==> config.mk <==
export PLATFORM = sky130hd
export DESIGN_NAME = tfp_fifo_pair
export DESIGN_NICKNAME = d
export VERILOG_FILES = /design/src/rtl/tfp_pkg.sv /design/src/rtl/tfp_flush_seq.sv /design/src/rtl/tfp_byte_fifo.sv /design/src/rtl/tfp_fifo_pair.sv
export SDC_FILE = /design/constraint.sdc
export NUM_CORES = 1
export LEC_CHECK = 0
export CAP_MARGIN = 20
export CELL_PAD_IN_SITES_DETAIL_PLACEMENT = 1
export CELL_PAD_IN_SITES_GLOBAL_PLACEMENT = 2
export CORE_UTILIZATION = 37
export DETAILED_ROUTE_END_ITERATION = 6
export PLACE_DENSITY = 0.81
export SETUP_SLACK_MARGIN = 0.4
export SYNTH_ARGS = -nofsm -noshare
export SYNTH_HDL_FRONTEND = slang
export SYNTH_SLANG_ARGS = --single-unit
==> constraint.sdc <==
create_clock -name clk -period 2.8 [get_ports clk]
set_input_delay 0.28 -clock clk [delete_from_list [all_inputs] [get_ports clk]]
set_output_delay 0.28 -clock clk [all_outputs]
set_load 0.02 [all_outputs]
==> src/rtl/tfp_pkg.sv <==
package tfp_pkg;
  typedef enum logic {FL_IDLE = 1'b0, FL_RUN = 1'b1} flush_st_e;
  typedef enum logic {CMP_AT_MOST = 1'b0, CMP_AT_LEAST = 1'b1} thr_cmp_e;
endpackage

==> src/rtl/tfp_flush_seq.sv <==
module tfp_flush_seq
  import tfp_pkg::*;
#(
  parameter int CYC = 4
) (
  input  logic clk,
  input  logic rst,
  input  logic req,
  output logic busy,
  output logic done
);
  localparam int CW = $clog2(CYC + 1);

  flush_st_e     st_q;
  logic [CW-1:0] cnt_q;

  always_ff @(posedge clk) begin
    if (rst) begin
      st_q  <= FL_IDLE;
      cnt_q <= '0;
    end else begin
      case (st_q)
        FL_IDLE: if (req) begin
          st_q  <= FL_RUN;
          cnt_q <= CW'(CYC - 1);
        end
        default: begin
          if (cnt_q == '0) st_q <= FL_IDLE;
          else             cnt_q <= cnt_q - CW'(1);
        end
      endcase
    end
  end

  assign busy = (st_q == FL_RUN);
  assign done = busy && (cnt_q == '0);

  // a request from idle raises busy at the next edge
  assert_flush_start_R8: assert property (@(posedge clk) disable iff (rst)
    (!busy && req) |=> busy);
  // busy clears itself after the final cycle
  assert_flush_selfclear_R8: assert property (@(posedge clk) disable iff (rst)
    done |=> !busy);
endmodule

==> src/rtl/tfp_byte_fifo.sv <==
module tfp_byte_fifo
  import tfp_pkg::*;
#(
  parameter int       DW    = 8,
  parameter int       DEPTH = 16,
  parameter int       TW    = 4,
  parameter thr_cmp_e CMP   = CMP_AT_MOST
) (
  input  logic                       clk,
  input  logic                       rst,
  input  logic                       busy,
  input  logic                       done,
  input  logic                       push,
  input  logic [DW-1:0]              push_data,
  input  logic                       pop,
  output logic [DW-1:0]              pop_data,
  input  logic [TW-1:0]              thr,
  output logic [$clog2(DEPTH):0]     level,
  output logic                       empty,
  output logic                       full,
  output logic                       near
);
  localparam int AW = $clog2(DEPTH);
  localparam int LW = AW + 1;

  logic [DW-1:0] mem [DEPTH];
  logic [AW-1:0] wp_q, rp_q;
  logic [LW-1:0] lvl_q, lvl_nx, thr_x;
  logic          empty_q, full_q, near_q, near_nx, near_zero;
  logic          do_push, do_pop;
  logic [DW-1:0] rd_q;

  assign thr_x   = LW'(thr);
  assign do_push = push && !busy && !full_q;
  assign do_pop  = pop && !busy && !empty_q;

  always_comb begin
    lvl_nx = lvl_q;
    if (done) lvl_nx = '0;
    else begin
      case ({do_push, do_pop})
        2'b10:   lvl_nx = lvl_q + LW'(1);
        2'b01:   lvl_nx = lvl_q - LW'(1);
        default: lvl_nx = lvl_q;
      endcase
    end
  end

  generate
    if (CMP == CMP_AT_MOST) begin : g_low_water
      assign near_nx   = (lvl_nx <= thr_x);
      assign near_zero = 1'b1;
    end else begin : g_high_water
      assign near_nx   = (lvl_nx >= thr_x);
      assign near_zero = (thr_x == '0);
    end
  endgenerate

  always_ff @(posedge clk) begin
    if (do_push) mem[wp_q] <= push_data;
  end

  always_ff @(posedge clk) begin
    if (do_pop) rd_q <= mem[rp_q];
  end

  always_ff @(posedge clk) begin
    if (rst) begin
      wp_q    <= '0;
      rp_q    <= '0;
      lvl_q   <= '0;
      empty_q <= 1'b1;
      full_q  <= 1'b0;
      near_q  <= near_zero;
    end else begin
      if (done) begin
        wp_q <= '0;
        rp_q <= '0;
      end else begin
        if (do_push) wp_q <= wp_q + AW'(1);
        if (do_pop)  rp_q <= rp_q + AW'(1);
      end
      lvl_q   <= lvl_nx;
      empty_q <= (lvl_nx == '0);
      full_q  <= (lvl_nx == LW'(DEPTH));
      near_q  <= near_nx;
    end
  end

  assign pop_data = rd_q;
  assign level    = lvl_q;
  assign empty    = empty_q;
  assign full     = full_q;
  assign near     = near_q;

  // occupancy never exceeds the depth
  assert_level_bound_R4: assert property (@(posedge clk) disable iff (rst)
    level <= LW'(DEPTH));
  // empty and full are never both set
  assert_flag_excl_R4: assert property (@(posedge clk) disable iff (rst)
    !(empty && full));
  // strobes during a running flush leave the level alone
  assert_flush_hold_R9: assert property (@(posedge clk) disable iff (rst)
    (busy && !done) |=> (level == $past(level)));
  // the queue is empty once the flush completes
  assert_flush_empty_R8: assert property (@(posedge clk) disable iff (rst)
    done |=> (empty && level == '0));
  // a push into a full queue is dropped
  assert_no_overflow_R10: assert property (@(posedge clk) disable iff (rst)
    (push && full && !pop && !busy) |=> (level == $past(level)));
endmodule

==> src/rtl/tfp_fifo_pair.sv <==
module tfp_fifo_pair
  import tfp_pkg::*;
#(
  parameter int DW        = 8,
  parameter int DEPTH     = 16,
  parameter int TW        = 4,
  parameter int FLUSH_CYC = 4
) (
  input  logic                   clk,
  input  logic                   rst,
  input  logic                   tx_wr_en,
  input  logic [DW-1:0]          tx_wr_data,
  input  logic                   rx_rd_en,
  output logic [DW-1:0]          rx_rd_data,
  input  logic                   tx_flush_req,
  input  logic                   rx_flush_req,
  output logic                   tx_flush_busy,
  output logic                   rx_flush_busy,
  input  logic [TW-1:0]          tx_thr,
  input  logic [TW-1:0]          rx_thr,
  input  logic                   tx_ovr_clr,
  input  logic                   bus_tx_pop,
  output logic [DW-1:0]          bus_tx_data,
  input  logic                   bus_rx_push,
  input  logic [DW-1:0]          bus_rx_data,
  output logic [$clog2(DEPTH):0] tx_level,
  output logic [$clog2(DEPTH):0] rx_level,
  output logic                   tx_empty,
  output logic                   tx_near_empty,
  output logic                   tx_full,
  output logic                   tx_ovr,
  output logic                   rx_empty,
  output logic                   rx_near_full,
  output logic                   rx_full
);
  logic tx_busy, tx_done, rx_busy, rx_done;
  logic ovr_q;

  tfp_flush_seq #(.CYC(FLUSH_CYC)) u_tx_flush (
    .clk(clk), .rst(rst), .req(tx_flush_req), .busy(tx_busy), .done(tx_done));

  tfp_flush_seq #(.CYC(FLUSH_CYC)) u_rx_flush (
    .clk(clk), .rst(rst), .req(rx_flush_req), .busy(rx_busy), .done(rx_done));

  tfp_byte_fifo #(.DW(DW), .DEPTH(DEPTH), .TW(TW), .CMP(CMP_AT_MOST)) u_tx_q (
    .clk(clk), .rst(rst), .busy(tx_busy), .done(tx_done),
    .push(tx_wr_en), .push_data(tx_wr_data),
    .pop(bus_tx_pop), .pop_data(bus_tx_data),
    .thr(tx_thr), .level(tx_level), .empty(tx_empty),
    .full(tx_full), .near(tx_near_empty));

  tfp_byte_fifo #(.DW(DW), .DEPTH(DEPTH), .TW(TW), .CMP(CMP_AT_LEAST)) u_rx_q (
    .clk(clk), .rst(rst), .busy(rx_busy), .done(rx_done),
    .push(bus_rx_push), .push_data(bus_rx_data),
    .pop(rx_rd_en), .pop_data(rx_rd_data),
    .thr(rx_thr), .level(rx_level), .empty(rx_empty),
    .full(rx_full), .near(rx_near_full));

  always_ff @(posedge clk) begin
    if (rst)                                   ovr_q <= 1'b0;
    else if (tx_wr_en && !tx_busy && tx_full)  ovr_q <= 1'b1;
    else if (tx_ovr_clr)                       ovr_q <= 1'b0;
  end

  assign tx_ovr        = ovr_q;
  assign tx_flush_busy = tx_busy;
  assign rx_flush_busy = rx_busy;

  // overrun is sticky until cleared
  assert_ovr_sticky_R7: assert property (@(posedge clk) disable iff (rst)
    (tx_ovr && !tx_ovr_clr) |=> tx_ovr);
  // a write into a full queue raises overrun
  assert_ovr_set_R7: assert property (@(posedge clk) disable iff (rst)
    (tx_wr_en && tx_full && !tx_flush_busy) |=> tx_ovr);
endmodule

==> summary.txt <==
Drt
  • DRC: 0
  • DR pass1 iterations: 6
  • Initial DRC count: between 300 and 400
  • Antenna-violating nets left: 0
  • Routed WL per cell: 20.1 µm
  • Total wire length: between 20000 and 30000 µm
  • Via count: roughly 6500
  • Via density: between 4 and 5

Timing
  • Slew @ Worst Pin: between 0.6 and 0.7 ns
  • Slew Limit Fails: 0
  • Final hold vios: 0
  • Min Tclk post-route: approximately 2.8 ns
  • Worst setup margin: 0.0483 ns
  • Clk_skew: between 0.02 and 0.025 ns
  • Final Setup Violations: 0
  • Max-slew headroom: roughly 54%
  • F_max: ~0.36 GHz
  • RSZ-0062 raised after global routing: true
  • Final setup TNS: 0 ns
  • Fin crit share: between 90% and 100%

Place
  • Placed instance area: about 14000 µm²
  • Setup WS pre-CTS: -0.516 ns
  • Detail Placement HPWL: around 17000 µm
  • Gpl congestion: 0.774
  • Port bufs: 67

Global route
  • First-pass GRT wire length: ~41000 µm
  • Gr ovfl total: 0
  • Initial antenna violation count: 0
  • Largest net degree at the start of global routing: 36
  • Total global-route track usage: about 15%
  • Number of global-route vias before repair: 7155

Hold path
  • Worst min-delay path category: in -> reg

Final layout
  • Inserted Diodes: 0
  • Utilization after layout: between 40% and 50%
  • Commonest non-fill, non-tap cell in the layout: edfxtp_1
  • # nets final: 901
  • Register Area: roughly 9000 µm²
  • Most frequent cells in the layout: edfxtp_1, mux4_2, clkdlybuf4s50_1, buf_4, nor2_1
  • Share of cells above drive strength 1: a little under 30%
  • Footprint of the multi-input gates: roughly 3600 µm²
  • FILL cells: 3182
  • Area Overhead vs Synth: 24.5%
  • Fin area: ~16000 µm²

Power and ir drop
  • Internal power contribution: about 8500 µW
  • Power per standard cell area: around 700 nW/µm²
  • Sequential power share: 47.9%
  • Logic gate share of total power: between 10% and 20%
  • Worst vdd ir: ~0.57 mV
  • Static leakage: between 0.005 and 0.006 µW
  • Clock network power share: ~41%
  • Sw Share: 22.4%
  • Psw: 2460 µW

Die
  • Die X-Extent: around 190 µm
  • Core area: 33500 µm²
  • Die area: ~35000 µm²
  • Die height: between 150 and 200 µm
  • Initial core utilization: 37.7%
  • Row count: 67
  • Top Ports: 68

Setup path
  • Slowest CP cell: or3b_4
  • Crit-path leading delay family: simple AND/OR/NAND/NOR gates
  • Crit-path cells: or3b_4, inv_8, nand2_4, xnor2_2, ha_2, a21o_1, nand3_1, nor3b_2, xnor2_1, a21oi_1, ha_1, a21oi_2, nor2b_1, o31ai_1, nand2_1
  • Setup CP Type: reg -> reg
  • Data arrival, critical path: between 3 and 4 ns
  • Critical Path Max Stage Delay: between 0.4 and 0.5 ns
  • WP data required: 3.19 ns
  • CP endpoint kind: register
  • CP Buf/Inv Count: 1
  • Peak fanout along the critical path: 3
  • R2R Setup Slk: between 0.04 and 0.05 ns
  • Crit start category: register

Clock tree
  • Clock transition at path regs: 0.06 ns
  • Hold buffers post-CTS: 0
  • Worst-Skew Late Latency: about 0.52 ns
  • H-Tree Depth: 2
  • CTS tree: built
  • Longest Clk Path Bufs: 3
  • Clock root buffer: clkbuf_16
  • TritonCTS buffer count: 35
  • Clk sinks: roughly 310

Logic synthesis
  • Synthesized cell area: about 13000 µm²
  • Post-synth EDFFs: between 200 and 300
  • Avg Cell Area, Syn: approximately 18 µm²
  • Post-Synthesis Cells: roughly 700
  • Post-synthesis cell type count: 50
  • Syn nets: 757
  • Ys async rst share: 0%
  • Top_reg_cell synth: edfxtp_1
  • Sequential-to-total area share from yosys stat: approximately 71%
  • Yosys reg bits: between 300 and 400
  • Syn. warnings: 0

Status
  • Status: finished, final reports clean

Run
  • Max-cap violations: 0
kinds of logic after synthesis:
kind of cell               share of synthesized area (%)
AOI/OAI and AO/OA                                   2.47
xor gates and xnor gates                            1.71
adders and majority gates                           2.68
buffers and inverters                               1.95
DFF                                                 71.2
muxes                                               14.4
and+or+nand+nor                                     5.58
through the flow:
step / hold slack (ns) / power (µW) / cells
after floorplan: 0.379 / 6030 / 697
after global placement: 0.423 / 6440 / 1240
after detailed placement: 0.430 / 6480 / 1240
after CTS: 0.418 / 11100 / 1307
after global routing: 0.455 / 11400 / 1315
final: 0.434 / 11000 / 1315
power groups by stage:
stage          sequential [µW]  combinational, µW  clock, µW
3_3_place_gp              5360               1090          0
5_1_grt                   5280               1310       4810
4_1_cts                   5270               1170       4650
6_report                  5270               1200       4530
2_1_floorplan             5400                624          0
3_5_place_dp              5360               1120          0
what timing repair did:
item                       4_1_cts  5_1_grt
resized for setup               14       23
hold endpoints to repair         0        0
buffers inserted                 4        8
pin swaps                        8       13
setup endpoints to repair        8        9
cell usage after synthesis (2+ instances only):
cell	n	area share, %
o41ai_1	2	0.14
nand3_1	2	0.079
buf_2	8	0.32
a21o_1	3	0.18
a31oi_1	3	0.15
edfxtp_1	272	65
o31ai_1	2	0.12
nand4_1	5	0.25
a22oi_1	2	0.12
a21oi_1	14	0.55
nor3b_1	6	0.36
clkbuf_1	22	0.65
nand2_1	28	0.83
dfxtp_1	41	6.5
inv_1	26	0.77
and2_1	5	0.25
nor2_1	53	1.6
a221oi_1	2	0.14
nor3_1	12	0.48
nor2b_1	8	0.40
nand2b_1	12	0.59
or3b_1	2	0.14
o21ai_0	4	0.16
mux4_2	80	14
ha_1	27	2.7
xnor2_1	14	0.97
a211oi_1	4	0.24
o211ai_1	4	0.24
xor2_1	8	0.55
buf_1	5	0.15
inv_2	2	0.059
path summary, 6_finish.rpt:
check	startpoint	to	cells after the start
setup reg to reg	u_rx_flush.busy$_SDFF_PP0_	u_rx_q.near$_DFF_P_	15
hold / removal	tx_ovr_clr	tx_ovr$_SDFFE_PP0P_	3
hold reg to reg	u_rx_flush.cnt_q[0]$_SDFFE_PP0P_	u_rx_flush.cnt_q[0]$_SDFFE_PP0P_	1
setup / recovery	u_rx_flush.busy$_SDFF_PP0_	u_rx_q.near$_DFF_P_	15
layer usage:
layer | wire length (µm) | share of wire (%) | global-route usage (%)
met1 | 10900 | 41 | 19.0
met2 | 14200 | 54 | 28.0
met5 | 0 | 0 | 0
met3 | 909 | 3.4 | 2.46
met4 | 390 | 1.5 | 3.88
state kept, by name, indices dropped and copies added (netlist names):
name and count:
u_rx_flush.cnt_q 3, u_rx_q.rp_q 4, u_rx_q.mem 128, u_tx_flush.busy 1, u_rx_q.near 1, u_tx_q.level 5
u_tx_q.mem 128, u_tx_q.full 1, u_rx_flush.busy 1, u_tx_q.wp_q 4, u_tx_q.near 1, u_tx_q.pop_data 8
u_rx_q.pop_data 8, u_rx_q.level 5, tx_ovr 1, u_rx_q.wp_q 4, u_tx_q.empty 1, u_rx_q.full 1
u_rx_q.empty 1, u_tx_flush.cnt_q 3, u_tx_q.rp_q 4
tightest hold or removal path, cell delays in order:
cell,delay [ns]
clkdlybuf4s50_1,0.45
nand2b_1,0.09
a21oi_1,0.06
area by class of cell:
class	count	area share (%)
multi-input cells	321	23.0
flip-flops and latches	313	57.2
repair buffers	142	8.15
well taps	448	3.56
clock inverters	21	1.37
clock buffers	42	5.94
inverters	28	0.764
Power figures use the tool's default switching activity.
